`src/rtl/wiper_pkg.sv`:
```
package wiper_pkg;

    typedef enum logic [1:0] {
        ST_HOLD  = 2'd0,
        ST_FETCH = 2'd1,
        ST_RUN   = 2'd2
    } wiper_state_e;

    function automatic int code_width(input int taps);
        return (taps > 1) ? $clog2(taps) : 1;
    endfunction

endpackage

```
`src/rtl/wiper_clamp.sv`:
```
module wiper_clamp #(
    parameter int W     = 8,
    parameter int LIMIT = 255
) (
    input  logic [W-1:0] raw_i,
    output logic [W-1:0] sat_o
);
    localparam logic [W-1:0] LIM = W'(LIMIT);
    localparam bit NEED_SAT = (LIMIT < (2 ** W) - 1);

    generate
        if (NEED_SAT) begin : g_sat
            assign sat_o = (raw_i > LIM) ? LIM : raw_i;
        end else begin : g_pass
            assign sat_o = raw_i;
        end
    endgenerate

endmodule

```
`src/rtl/wiper_decoder.sv`:
```
module wiper_decoder #(
    parameter int TAPS = 256,
    parameter int W    = 8
) (
    input  logic [W-1:0]    code_i,
    output logic [TAPS-1:0] onehot_o
);
    generate
        for (genvar i = 0; i < TAPS; i++) begin : g_tap
            assign onehot_o[i] = (code_i == W'(i));
        end
    endgenerate

endmodule

```
`src/rtl/wiper_seq.sv`:
```
module wiper_seq
    import wiper_pkg::*;
(
    input  logic clk,
    input  logic rst_n,
    input  logic nv_valid,
    input  logic wr_en,
    output logic nv_req,
    output logic recall_done,
    output logic load_nv,
    output logic load_wr
);
    wiper_state_e state_q, state_d;

    // state register
    always_ff @(posedge clk or negedge rst_n) begin
        if (!rst_n) state_q <= ST_HOLD;
        else        state_q <= state_d;
    end

    // next state: T_START, T_LOAD
    always_comb begin
        state_d = state_q;
        unique case (state_q)
            ST_HOLD:  state_d = ST_FETCH;
            ST_FETCH: if (nv_valid) state_d = ST_RUN;
            ST_RUN:   state_d = ST_RUN;
            default:  state_d = ST_HOLD;
        endcase
    end

    // outputs
    always_comb begin
        nv_req      = 1'b0;
        recall_done = 1'b0;
        load_nv     = 1'b0;
        load_wr     = 1'b0;
        unique case (state_q)
            ST_HOLD:  ;
            ST_FETCH: begin
                nv_req  = 1'b1;
                load_nv = nv_valid;
            end
            ST_RUN: begin
                recall_done = 1'b1;
                load_wr     = wr_en;
            end
            default: ;
        endcase
    end

    p_req_excl_r2: assert property (@(posedge clk) disable iff (!rst_n)
        !(nv_req && recall_done));

    p_done_sticky_r8: assert property (@(posedge clk) disable iff (!rst_n)
        recall_done |=> recall_done);

    p_load_excl_r6: assert property (@(posedge clk) disable iff (!rst_n)
        !(load_nv && load_wr));

endmodule

```
`src/rtl/wiper_ctrl.sv`:
```
module wiper_ctrl
    import wiper_pkg::*;
#(
    parameter int TAPS     = 256,
    parameter int INIT_TAP = 0,
    parameter int CODE_W   = code_width(TAPS)
) (
    input  logic              clk,
    input  logic              rst_n,
    output logic              nv_req,
    input  logic              nv_valid,
    input  logic [CODE_W-1:0] nv_data,
    input  logic              wr_en,
    input  logic [CODE_W-1:0] wr_data,
    output logic [CODE_W-1:0] tap_code,
    output logic              recall_done,
    output logic [TAPS-1:0]   tap_sel
);
    localparam logic [CODE_W-1:0] LIM       = CODE_W'(TAPS - 1);
    localparam logic [CODE_W-1:0] INIT_CODE = CODE_W'(INIT_TAP);

    logic              load_nv, load_wr;
    logic [CODE_W-1:0] nv_sat, wr_sat, code_q;

    wiper_seq u_seq (
        .clk         (clk),
        .rst_n       (rst_n),
        .nv_valid    (nv_valid),
        .wr_en       (wr_en),
        .nv_req      (nv_req),
        .recall_done (recall_done),
        .load_nv     (load_nv),
        .load_wr     (load_wr)
    );

    wiper_clamp #(.W(CODE_W), .LIMIT(TAPS - 1)) u_clamp_nv (
        .raw_i (nv_data),
        .sat_o (nv_sat)
    );

    wiper_clamp #(.W(CODE_W), .LIMIT(TAPS - 1)) u_clamp_wr (
        .raw_i (wr_data),
        .sat_o (wr_sat)
    );

    // volatile tap register
    always_ff @(posedge clk or negedge rst_n) begin
        if (!rst_n)       code_q <= INIT_CODE;
        else if (load_nv) code_q <= nv_sat;
        else if (load_wr) code_q <= wr_sat;
    end

    assign tap_code = code_q;

    wiper_decoder #(.TAPS(TAPS), .W(CODE_W)) u_dec (
        .code_i   (code_q),
        .onehot_o (tap_sel)
    );

    p_onehot_r3: assert property (@(posedge clk) disable iff (!rst_n)
        $countones(tap_sel) == 1);

    p_range_r4: assert property (@(posedge clk) disable iff (!rst_n)
        tap_code <= LIM);

    p_recall_r5: assert property (@(posedge clk) disable iff (!rst_n)
        (nv_req && nv_valid) |=> (recall_done && !nv_req &&
            tap_code == (($past(nv_data) > LIM) ? LIM : $past(nv_data))));

    p_wr_ignored_r6: assert property (@(posedge clk) disable iff (!rst_n)
        (!recall_done && !nv_valid) |=> $stable(tap_code));

    p_write_r7: assert property (@(posedge clk) disable iff (!rst_n)
        (recall_done && wr_en) |=>
            (tap_code == (($past(wr_data) > LIM) ? LIM : $past(wr_data))));

    p_nv_ignored_r8: assert property (@(posedge clk) disable iff (!rst_n)
        (recall_done && !wr_en) |=> $stable(tap_code));

endmodule

```
`config.mk`:
```
export PLATFORM = sky130hd
export DESIGN_NAME = wiper_ctrl
export DESIGN_NICKNAME = d
export VERILOG_FILES = /design/src/rtl/wiper_pkg.sv /design/src/rtl/wiper_clamp.sv /design/src/rtl/wiper_decoder.sv /design/src/rtl/wiper_seq.sv /design/src/rtl/wiper_ctrl.sv
export SDC_FILE = /design/constraint.sdc
export NUM_CORES = 1
export LEC_CHECK = 0
export BUFFER_PORTS_ARGS = -buffer_cell sky130_fd_sc_hd__buf_4
export CAP_MARGIN = 30
export CORE_AREA = 2 2 110 112
export CTS_BUF_LIST = sky130_fd_sc_hd__clkbuf_16
export DETAILED_ROUTE_END_ITERATION = 10
export DIE_AREA = 0 0 112 114
export PLACE_DENSITY = 0.56
export SLEW_MARGIN = 10
export SYNTH_ARGS = -nofsm -noshare
export SYNTH_HDL_FRONTEND = slang
export SYNTH_SLANG_ARGS = --single-unit
```
`constraint.sdc`:
```
create_clock -name clk -period 4 [get_ports clk]
set_input_delay 0.8 -clock clk [delete_from_list [all_inputs] [get_ports clk]]
set_output_delay 0.8 -clock clk [all_outputs]
set_load 0.1 [all_outputs]
```
==> flow_summary.toml, run 1 <==
[cts]
clk_path_buf_depth = 2
clk_latency_ns = 0.24
clkTransAtPathRegs_ns = 0.04
hold_buffers = 0
cts_max_level = 1
cts_made_buffers = 3
post_cts_buffers = 0
cts_tree = "built"
cts-root-buf = "clkbuf_16"
cts.sinks = 10
postCtsResizedCells = 0

[finish]
drive_above_1_share = 0.4786
syn_to_final_growth_pct = 95.42
final_util = 0.3650
antenna_cells = 0
final_cells = 778
nets = 655

[synth]
ys_ff_latch = 10
synthArstFlopShare = 1.000
ys_top_cells_by_area = "nor2_1 44%, dfrtp_1 11%, nand4bb_1 6.2%, clkbuf_1 5.8%, buf_2 5.5%"
synth_edf_count = 0
ys_seq_area_frac = 0.1144
synth_cell_types = 22
synth_top_area_share = 0.4394
syn_inst = 405
synth_common_cells = "256 x nor2_1, 34 x clkbuf_1, 24 x buf_2"
avgSynthCellArea_sq_um = 5.400
synth_area_sq_mm = 0.002187
synth_nets = 428
yosysMostFrequentCell = "nor2_1"
yosys_most_used_dff = "dfrtp_1"
synth_top_area_cell = "nor2_1"
yosys_warnings = 0

[timing]
fin_skew_ns = 0.003298
setup_tns_ns = 0
fmax_mhz = 314.5
setup_viol_count_final = 0
slew_violations = 0
period_needed_ns = 3.180
worst_pin_slew_ns = 0.9237
finalCritPeriodShare = 0.7949
hold_ws_ns = 0.3847
rsz0062_at_grt = "false"
finalHoldViolCount = 0
slew_headroom = 0.3810

[worst_setup_path]
required_ns = 3.20
crit_chain = "nand4bb_1, nor2_1, buf_4"
crit_family = "simple AND/OR/NAND/NOR gates"
r2r-start = "u_seq.state_q[0]"
worst-path-buf-inv = 1
cp_slowest_cell = "nand4bb_1"
cp.arrival_ns = 2.38
regToRegSetupSlack_ns = 2.51
start_kind = "flop"
path_max_fanout = 18
path_class = "flop to primary output"
endpoint_kind = "primary output"
r2r_end = "tap_code[4]"
cpPeakStageDelay_ns = 0.78
r2r_cells = 4

[floorplanning]
ios = 286
die-area_sq_mm = 0.01277
start_util = 0.1868
die_x_um = 112
die_h_um = 114
fp-row-count = 40
core_region_area_sq_mm = 0.01171

[placement]
dp_hpwl_mm = 9.785
place.gp.congestion = 0.7785
portBuffers = 285
dp_cells = 774

[route]
ant_nets = 0
vias = 3531
firstDrtPassIters = 4
vias_per_cell = 4.539
drt_iter0_markers = 206
wl_per_cell_um = 17.08
drc = 0
wl_mm = 13.29

[power_and_ir_drop]
total_power_w = 0.002575
powerDensity_mw_per_mm2 = 602.5
vdd_ir_drop_max_v = 0.0005575
leakagePower_nw = 2.097

[job]
cap_violations = 0

[global_route]
overflow = 0
first_global_vias = 3029
grt.total_usage = 0.1849
grt_first_pass_wirelength_mm = 18.65
grt_max_degree = 19
grt_antenna_before_repair = 0

[min_path]
hp-class = "input port to async pin"

[status]
status = "completed"
## per-stage QoR
stage	worst slack, ns	instance area (sq um)
3_5_place_dp	1.042	4195
3_3_place_gp	1.135	4195
2_1_floorplan	0.09351	2187
4_1_cts	0.7903	4274
6_report	0.8202	4274
5_1_grt	0.6073	4274
## layer usage
| metal | routed length [um] | share of wire | vias to the layer above | global-route usage |
|---|---|---|---|---|
| met5 | 0 | 0 | - | 0 |
| met4 | 76 | 0.0057 | 0 | 0.02764 |
| met3 | 942 | 0.071 | 7 | 0.03029 |
| met2 | 7038 | 0.53 | 176 | 0.3483 |
| met1 | 5227 | 0.39 | 1633 | 0.2261 |
| li1 | - | - | 1715 | - |
## cells by family (layout without fill, tap and decap cells)
| kind of cell | after synthesis | after routing | synth area share |
|---|---|---|---|
| AO/OA/AOI/OAI | 16 | 16 | 0.05950 |
| adder cells (fa/ha/maj) | 3 | 3 | 0.01716 |
| buffers and inverters | 68 | 294 | 0.1579 |
| flip-flops | 10 | 10 | 0.1144 |
| multiplexers | 2 | 2 | 0.01030 |
| AND/OR/NAND/NOR | 306 | 306 | 0.6407 |
## placed cells by master (no fill, tap or decap), types with 3 or more instances in the layout
master	count
dfrtp_1	10
nand4b_1	8
a31oi_1	8
buf_4	288
and3b_1	8
nand3_1	8
nand4bb_1	12
ha_1	3
nor2_1	256
clkbuf_16	3
a21bo_2	7
or4b_1	7
## where the power goes
group,internal [W],switching (W),total (W)
Clock,0.000131,0.0000463,0.000177
Sequential,0.000153,0.000174,0.000327
Combinational,0.000420,0.00165,0.00207
Total,0.000704,0.00187,0.00258
## worst max path at each step
stage,cells past startpoint,start,end
after global routing,3,tap_code[1],tap_sel[110]
after detailed placement,3,tap_code[2],tap_sel[103]
after CTS,3,tap_code[2],tap_sel[103]
after floorplan,4,tap_code[2],tap_sel[100]
after global placement,3,tap_code[2],tap_sel[103]
final,3,tap_code[6],tap_sel[91]
## layout make-up
cell class | count | area, sq um
repair buffers | 288 | 2162
flip-flops and latches | 10 | 250.2
fillers | 1295 | 7437
well taps | 147 | 183.9
multi-input cells | 327 | 1592
inverters | 2 | 7.507
clock inverters | 1 | 3.754
clock buffers | 3 | 75.07
## registers in the layout (all words and copies together) (netlist names)
register,cells
u_seq.state_q,2
tap_code,8
(Power assumes the default switching activity.)
==> run 2: changes to the inputs <==
- ABC_AREA: unset -> 1
- PLACE_DENSITY: 0.56 -> 0.55
- clock period: 4 -> 2.75 ns (I/O delays scaled with it)
==> flow_summary.toml, run 2 <==
[finish]
nets = 716
largest-register = "tap_code"
reg_top3 = "tap_code (8), u_seq.state_q (2)"
antenna_cells = 0
final_common_cell = "buf_4"
syn_to_final_growth_pct = 132.5
final_cell_mix = "300 x buf_4, 218 x nor2_1, 71 x nand2_1"
final_util = 0.3781
fin_area_sq_mm = 0.004428
drive_above_1_share = 0.5195
largest_reg_flops = 8

[synth]
avgSynthCellArea_sq_um = 4.513
synth_common_cells = "268 x nor2_1, 76 x nand2_1, 26 x buf_2"
synth_edf_count = 0
synth_area_sq_mm = 0.001904
ys_top_cells_by_area = "nor2_1 53%, nand2_1 15%, dfrtp_1 13%, buf_2 6.8%, inv_1 3.4%"
ys_ff_latch = 10
synth_top_area_cell = "nor2_1"
synth_cell_types = 10
synth_nets = 445
yosys_warnings = 0
yosysMostFrequentCell = "nor2_1"
synthArstFlopShare = 1.000
synth_top_area_share = 0.5283
yosys_most_used_dff = "dfrtp_1"
syn_inst = 422
ys_seq_area_frac = 0.1314

[power_and_ir_drop]
p_sw_w = 0.002637
powerDensity_mw_per_mm2 = 798.1
p_clk_frac = 0.071
leakagePower_nw = 2.249
p_sw_frac = 0.7463
power_frac_seq = 0.092
internal_power_w = 0.0008967
comb_power_share = 0.837
vdd_ir_drop_max_v = 0.0007819

[global_route]
overflow = 0
grt_antenna_before_repair = 0
grt_first_pass_wirelength_mm = 19.53
first_global_vias = 3006
grt_max_degree = 17
grt.total_usage = 0.1968

[cts]
cts_max_level = 1
cts.sinks = 10
cts_tree = "built"
clk_path_buf_depth = 2
hold_buffers = 0
cts-root-buf = "clkbuf_16"
clk_latency_ns = 0.24
cts_made_buffers = 3
clkTransAtPathRegs_ns = 0.04

[worst_setup_path]
required_ns = 2.20
endpoint_kind = "primary output"
start_kind = "flop"
cpPeakStageDelay_ns = 0.54
cp.arrival_ns = 2.14
r2r-start = "u_seq.state_q[1]"
path_class = "flop to primary output"
timing.critical_path.mode_cell = "nor2_1"
crit_start = "tap_code[4]"
path_max_fanout = 16
crit_family = "simple AND/OR/NAND/NOR gates"
crit_chain = "inv_1, nor2_1, nand2_1, nor2_1, buf_4"
cp_slowest_cell = "nand2_1"
worst-path-buf-inv = 2

[timing]
finalHoldViolCount = 0
worst_pin_slew_ns = 0.7990
fin_ws_ns = 0.06499
slew_violations = 0
fmax_mhz = 372.4
period_needed_ns = 2.685
slew_headroom = 0.4660
setup_tns_ns = 0
rsz0062_at_grt = "true"
fin_skew_ns = 0.002061
setup_viol_count_final = 0
finalCritPeriodShare = 0.9764

[route]
wl_mm = 13.97
wl_per_cell_um = 16.67
vias_per_cell = 4.414
ant_nets = 0
firstDrtPassIters = 5
drt_iter0_markers = 233
drc = 0
vias = 3699

[status]
status = "completed"

[floorplanning]
die_x_um = 112
die_h_um = 114
fp-row-count = 40
core_region_area_sq_mm = 0.01171
ios = 286
die-area_sq_mm = 0.01277
start_util = 0.1626

[job]
cap_violations = 0

[placement]
placed_area_sq_mm = 0.004340
dp_hpwl_mm = 10.64
portBuffers = 285
post-place-ws_ns = 0.3686
place.gp.congestion = 0.8366

[min_path]
hp-class = "input port to async pin"
==> run 2: cell types whose count changed after synthesis, sizes merged, moves of 3 or more <==
cell and change:
nand4b -8, nor2 +12, nand4bb -12, nand3 +3, a21bo -8, and3b -8, clkbuf -34, nand2 +76
a31oi -8, or4b -8, inv +15
==> run 2: final timing paths <==
check | to | slack (ns) | cells past startpoint
setup reg to reg | tap_code[3] | 0.91 | 7
max in group asynchronous | tap_code[2] | 2.47 | 1
setup / recovery | tap_sel[147] | 0.06 | 5
hold / removal | tap_code[5] | 0.13 | 1
hold reg to reg | tap_code[7] | 0.58 | 2
min in group clk | tap_code[2] | 0.55 | 3
==> run 2: cell families (layout without fill, tap and decap cells) <==
group / after synthesis / after routing / share of synthesized area
DFF: 10 / 10 / 0.1314
AOI/OAI and AO/OA: 2 / 2 / 0.005256
adders and majority gates: 3 / 3 / 0.01971
buffers and inverters: 51 / 320 / 0.1334
and+or+nand+nor: 356 / 356 / 0.7102
==> run 2: power by group through the flow <==
stage | Clock [W] | Sequential [W] | Combinational (W)
2_1_floorplan | 0 | 0.000694 | 0.00187
3_3_place_gp | 0 | 0.000317 | 0.00292
3_5_place_dp | 0 | 0.000321 | 0.00295
4_1_cts | 0.000255 | 0.000322 | 0.00295
5_1_grt | 0.000266 | 0.000343 | 0.00312
6_report | 0.000252 | 0.000325 | 0.00296
==> run 2: metal layers <==
layer	vias to the layer above	part of all wire	GRT usage
met4	0	0.011	0.04390
met2	181	0.52	0.3556
met5	-	0	0
li1	1778	-	-
met3	14	0.066	0.02816
met1	1726	0.40	0.2494
==> run 2: metrics by stage <==
step | hold WS, ns | power (W) | instances
floorplan | 0.2544 | 0.002564 | 422
global placement | 0.3844 | 0.003240 | 835
detailed placement | 0.3851 | 0.003267 | 835
CTS | 0.1353 | 0.003530 | 838
global route | 0.1401 | 0.003728 | 838
finish | 0.1336 | 0.003534 | 838
==> run 2: worst reg2reg max path, stage by stage (launching register included) <==
cell and delay [ns]:
dfrtp_1 0.38, inv_1 0.10, ha_1 0.42, nand2_2 0.22, nand2_1 0.27, inv_1 0.19
nand2_1 0.09, nand2_1 0.05
==> run 2: layout make-up <==
type                    count  area (sq um)
fillers                  1294          7283
repair buffers            300          2252
multi-input cells         361          1603
flip-flops and latches     10         250.2
well taps                 147         183.9
clock buffers               3         75.07
inverters                  17         63.81
==> run 2: repair_timing <==
| item | 4_1_cts | 5_1_grt |
|---|---|---|
| setup buffers | 0 | 0 |
| endpoints found under the setup margin | 0 | 44 |
| resized for setup | 0 | 5 |
